<file path="src/rtl/evc_pkg.sv">
`timescale 1ns/1ps
package evc_pkg;
    localparam int DIGIT_W = 4;
    typedef logic [DIGIT_W-1:0] bcd_t;

    // Value loaded into a decade for a switch digit, clamped to 9 first.
    function automatic bcd_t nines_comp(input bcd_t sw);
        bcd_t clamped;
        clamped = (sw > 4'd9) ? 4'd9 : sw;
        return 4'd9 - clamped;
    endfunction
endpackage

</file>
<file path="src/rtl/evc_preset_comp.sv">
`timescale 1ns/1ps
module evc_preset_comp
    import evc_pkg::*;
(
    input  bcd_t sw_i,
    output bcd_t comp_o
);
    always_comb begin
        comp_o = nines_comp(sw_i);
    end
endmodule

</file>
<file path="src/rtl/evc_decade.sv">
`timescale 1ns/1ps
module evc_decade
    import evc_pkg::*;
(
    input  bcd_t digit_i,
    input  logic carry_i,
    output bcd_t digit_o,
    output logic carry_o
);
    logic at_nine;

    always_comb begin
        at_nine = (digit_i == 4'd9);
        carry_o = carry_i & at_nine;
        if (!carry_i)
            digit_o = digit_i;
        else if (at_nine)
            digit_o = '0;
        else
            digit_o = digit_i + 4'd1;
    end
endmodule

</file>
<file path="src/rtl/evc_delay_counter.sv">
`timescale 1ns/1ps
module evc_delay_counter
    import evc_pkg::*;
#(
    parameter int NUM_DIGITS = 5
) (
    input  logic                          clk,
    input  logic                          rst,
    input  logic                          start_i,
    input  logic                          event_i,
    input  logic [NUM_DIGITS*DIGIT_W-1:0] preset_i,
    output logic                          done_o,
    output logic [NUM_DIGITS*DIGIT_W-1:0] count_o
);
    localparam int CW = NUM_DIGITS * DIGIT_W;

    typedef struct packed {
        logic [CW-1:0] count;
        logic          gate;
        logic          done;
    } state_t;

    state_t s_d, s_q;

    logic [CW-1:0]         reload_val;
    logic [CW-1:0]         inc_val;
    logic [NUM_DIGITS:0]   carry;
    logic [NUM_DIGITS-1:0] inc_nine;
    logic                  inc_all_nines;
    logic                  cur_all_nines;
    logic                  accept;

    assign carry[0] = 1'b1;

    // One complement stage and one decade stage per digit.
    for (genvar i = 0; i < NUM_DIGITS; i++) begin : g_dec
        evc_preset_comp u_comp (
            .sw_i   (preset_i[i*DIGIT_W +: DIGIT_W]),
            .comp_o (reload_val[i*DIGIT_W +: DIGIT_W])
        );
        evc_decade u_dec (
            .digit_i (s_q.count[i*DIGIT_W +: DIGIT_W]),
            .carry_i (carry[i]),
            .digit_o (inc_val[i*DIGIT_W +: DIGIT_W]),
            .carry_o (carry[i+1])
        );
        assign inc_nine[i] = (inc_val[i*DIGIT_W +: DIGIT_W] == 4'd9);
    end

    // Carry out of the top with carry-in forced high means every decade is at 9.
    assign cur_all_nines = carry[NUM_DIGITS];
    assign inc_all_nines = &inc_nine;
    assign accept        = s_q.gate & event_i & ~s_q.done;

    always_comb begin
        s_d = s_q;
        if (rst || s_q.done) begin
            s_d.count = reload_val;
            s_d.gate  = 1'b0;
            s_d.done  = 1'b0;
        end else begin
            s_d.gate = s_q.gate | start_i;
            s_d.done = 1'b0;
            if (accept) begin
                s_d.count = inc_val;
                s_d.done  = inc_all_nines;
            end
        end
    end

    always_ff @(posedge clk) begin
        s_q <= s_d;
    end

    assign done_o  = s_q.done;
    assign count_o = s_q.count;

    // done lasts one cycle and only coincides with an all-nines count
    p_done_pulse_r6: assert property (@(posedge clk) disable iff (rst)
        s_q.done |=> !s_q.done);
    p_done_nines_r6: assert property (@(posedge clk) disable iff (rst)
        s_q.done |-> cur_all_nines);

    // the cycle after done the gate is closed
    p_reload_gate_r7: assert property (@(posedge clk) disable iff (rst)
        s_q.done |=> !s_q.gate);

    // a closed gate freezes the count outside the reload
    p_gate_hold_r3: assert property (@(posedge clk) disable iff (rst)
        (!s_q.gate && !s_q.done) |=> $stable(s_q.count));

    // start opens the gate on the next cycle
    p_start_open_r4: assert property (@(posedge clk) disable iff (rst)
        (start_i && !s_q.done) |=> s_q.gate);

    // no event, no change while counting
    p_no_event_r5: assert property (@(posedge clk) disable iff (rst)
        (!event_i && !s_q.done) |=> $stable(s_q.count));

    // every decade stays a legal BCD digit
    for (genvar k = 0; k < NUM_DIGITS; k++) begin : g_chk
        p_bcd_digit_r5: assert property (@(posedge clk) disable iff (rst)
            s_q.count[k*DIGIT_W +: DIGIT_W] <= 4'd9);
    end
endmodule

</file>
<file path="config.mk">
export PLATFORM = sky130hd
export DESIGN_NAME = evc_delay_counter
export DESIGN_NICKNAME = d
export VERILOG_FILES = /design/src/rtl/evc_pkg.sv /design/src/rtl/evc_preset_comp.sv /design/src/rtl/evc_decade.sv /design/src/rtl/evc_delay_counter.sv
export SDC_FILE = /design/constraint.sdc
export NUM_CORES = 1
export LEC_CHECK = 0
export BUFFER_PORTS_ARGS = -buffer_cell sky130_fd_sc_hd__buf_2
export CAP_MARGIN = 30
export CORE_MARGIN = 2
export CORE_UTILIZATION = 25
export DETAILED_ROUTE_END_ITERATION = 10
export GPL_ROUTABILITY_DRIVEN = 0
export PLACE_DENSITY = 0.51
export SLEW_MARGIN = 20
export SYNTH_ARGS = -nofsm -noshare
export SYNTH_HDL_FRONTEND = slang
export SYNTH_HIERARCHICAL = 1
export SYNTH_SLANG_ARGS = --single-unit
</file>
<file path="constraint.sdc">
create_clock -name clk -period 4.1 [get_ports clk]
set_input_delay 0.82 -clock clk [delete_from_list [all_inputs] [get_ports clk]]
set_output_delay 0.82 -clock clk [all_outputs]
set_load 0.1 [all_outputs]
</file>
==> run summary <==
Register-to-Register Setup Slack - 0.47 ns
Critical path destination - done_o
Count of nets after finishing - 239
Maximum fanout along the worst path - 5
Classification of the worst setup path - flip-flop to flip-flop
CTS Root Buffer Type - sky130_fd_sc_hd__clkbuf_8
Fraction of power consumed by the clock network - 19.5%
Setup repair after global routing missed its margin - false
Iteration count of the initial detailed-routing pass - 4
Pwr dens - 379 nW/um^2
Clk_skew - 0.00285 ns
Number of sinks on the clock net - 22
Max-slew violation total from the final report - 0
Layout cells sized above 1 - 42.6%
Grt met1 use - 12.5%
Core area - 7180 sq um
Switching Power - 0.000347 W
Endpoint of the worst-slack reg-to-reg timing path - done_o
Run status - finished, final reports clean
Max Cap Violations - 0
Critical Path AT - 3.81 ns
Highest Clock Rate - 275 MHz
Detailed-route wire length per cell - 11.6 um
Number of hold buffers added after CTS - 0
Yosys warning count - 6
First-iteration detailed-routing DRC count - 37
Placement Rows - 31
FF-to-FF Start - count_o[2]
Post-route clock period utilization - 88.6%
Die area - 8040 sq um
H-tree depth - 1
Gate count of the mapped netlist - 177
Boundary Pins - 45
Worst Setup End Kind - flip-flop
Internal Pwr Total - 0.000453 W
Worst path max stage delay - 0.47 ns
Sequential group share of total power - 39.0%
CP max-delay cell - sky130_fd_sc_hd__nor3b_1
Maximum root-to-sink buffer count - 2
Crit. path cell count - 16
Via count of the first global-routing pass - 1239
Met2 usage in global routing - 15.4%
Post-Synthesis Mean Instance Area - 10.4 sq um
Busiest layer in global routing - met2
Post-cts gate resize count - 0
Area Growth Syn to Fin - 14.9%
Post-Synthesis Cell Area - 1840 sq um
Post-route ant nets - 0
Clock tree from TritonCTS - yes
Commonest non-fill, non-tap cell in the layout - sky130_fd_sc_hd__buf_2
Via total after detailed routing - 1294
Post-route setup TNS - 0 ns
Routing usage on met3 - 1.74%
Effective utilization at floorplan - 25.6%
Horizontal die dimension - 89.7 um
Final-report hold violation count - 0
Shortest period the worst path allows - 3.63 ns
Setup Fix Bufs, Post-CTS - 0
Maximum ir drop on the vdd rail - 136 uV
Wire length of the first global-routing pass - 5.86 mm
Slew at the pin with the worst max-slew slack - 0.864 ns
Total CTS buffers - 3
DP Area - 2050 sq um
Gate family responsible for the most delay along the worst path - simple AND/OR/NAND/NOR gates
Final setup violation count - 0
Gate power share - 41.5%
Die boundary height - 89.7 um
Total GRT Usage - 9.49%
Clock latency of the later-clocked register in the worst-skew pair - 0.26 ns
Layout fillers - 758
Initial antenna violation count - 0
Via/cell ratio - 4.20
Headroom to the max-slew limit - 42.2%
Clock-pin slew on the worst setup and hold paths - 0.08 ns
Leftover overflow at the end of global routing - 0
Number of buffer and inverter stages on the critical path - 2
Crit path launch type - flip-flop
Wire length reported by the detailed router - 3.58 mm
CP Data Required Time - 4.28 ns
Final Total Pwr - 0.000800 W
Worst Reg2Reg Path Length in Cells - 16
DRC viols - 0
Antenna cells - 0
Switching fraction of total power - 43.4%
Detailed-placement wirelength estimate - 2.90 mm
Count of input and output buffers - 44
Ordered cell list for the critical path - nor2b_2 > nor3b_2 > nand2_2 > nor3b_1 > nand2_2 > nor3b_1 > buf_4 > nand2_2 > nor3b_1 > buf_4 > and4b_1 > o21ai_1 > nand2_1 > nor4bb_1 > nand2_1 > nor4_2
Most used cells in the layout excluding fill and tap cells - sky130_fd_sc_hd__buf_2 (44), sky130_fd_sc_hd__edfxtp_1 (20), sky130_fd_sc_hd__mux2_2 (19), sky130_fd_sc_hd__nand2b_1 (10), sky130_fd_sc_hd__xor2_1 (10)
Worst setup path startpoint - count_o[2]
Pin count of the biggest net entering global routing - 24
P_leak - 0.887 nW
Type of the worst min-delay path - flip-flop to flip-flop
Final design area excluding fillers - 2110 sq um
metrics by stage:
step	utilization (%)	hold WS [ns]	std cells	setup WS, ns
floorplan	-	0.449	180	0.450
global placement	28.5	0.471	304	0.373
detailed placement	28.5	0.472	304	0.267
CTS	29.3	0.492	308	0.219
global route	29.4	0.506	308	0.0763
finish	29.4	0.487	308	0.467
worst register-to-register path: cells and delay by family (launching register included):
| kind | cells | cell delay, ns |
|---|---|---|
| AND/OR/NAND/NOR | 13 | 2.71 |
| AO/OA/AOI/OAI | 1 | 0.06 |
| buffers and inverters | 2 | 0.33 |
| flip-flops | 1 | 0.46 |
how the worst min path moves through the flow:
| stage | start | end | slack [ns] | cells past startpoint |
|---|---|---|---|---|
| final | s_q[1] | s_q[1] | 0.49 | 1 |
| after global routing | s_q[1] | s_q[1] | 0.51 | 1 |
| after CTS | s_q[1] | s_q[1] | 0.49 | 1 |
| after detailed placement | s_q[1] | s_q[1] | 0.47 | 1 |
| after global placement | s_q[1] | s_q[1] | 0.47 | 1 |
| after floorplan | s_q[1] | s_q[1] | 0.45 | 1 |
power by group through the flow:
| stage | clock network (W) | registers [W] | logic [W] |
|---|---|---|---|
| floorplan | 0 | 0.000309 | 0.000308 |
| global placement | 0 | 0.000317 | 0.000334 |
| detailed placement | 0 | 0.000318 | 0.000334 |
| CTS | 0.000163 | 0.000313 | 0.000335 |
| global route | 0.000173 | 0.000318 | 0.000354 |
| finish | 0.000156 | 0.000312 | 0.000332 |
layer usage:
layer	up-vias	part of all wire, %
met5	-	0
met4	0	1.1
met3	2	4.7
met2	27	47
met1	594	47
li1	671	-
state kept, by name (all words and copies together), names as in the netlist:
register  count
done_o        1
s_q           1
count_o      20
layout make-up:
class	count	area (sq um)	share of cell area (%)
inverter	5	18.8	0.890
clock buffer	4	55.1	2.61
tap	99	124	5.88
sequential	22	641	30.4
timing repair buffer	47	243	11.5
multi-input combinational	131	1030	48.7
Note: power is estimated with default switching activity, not from simulation.
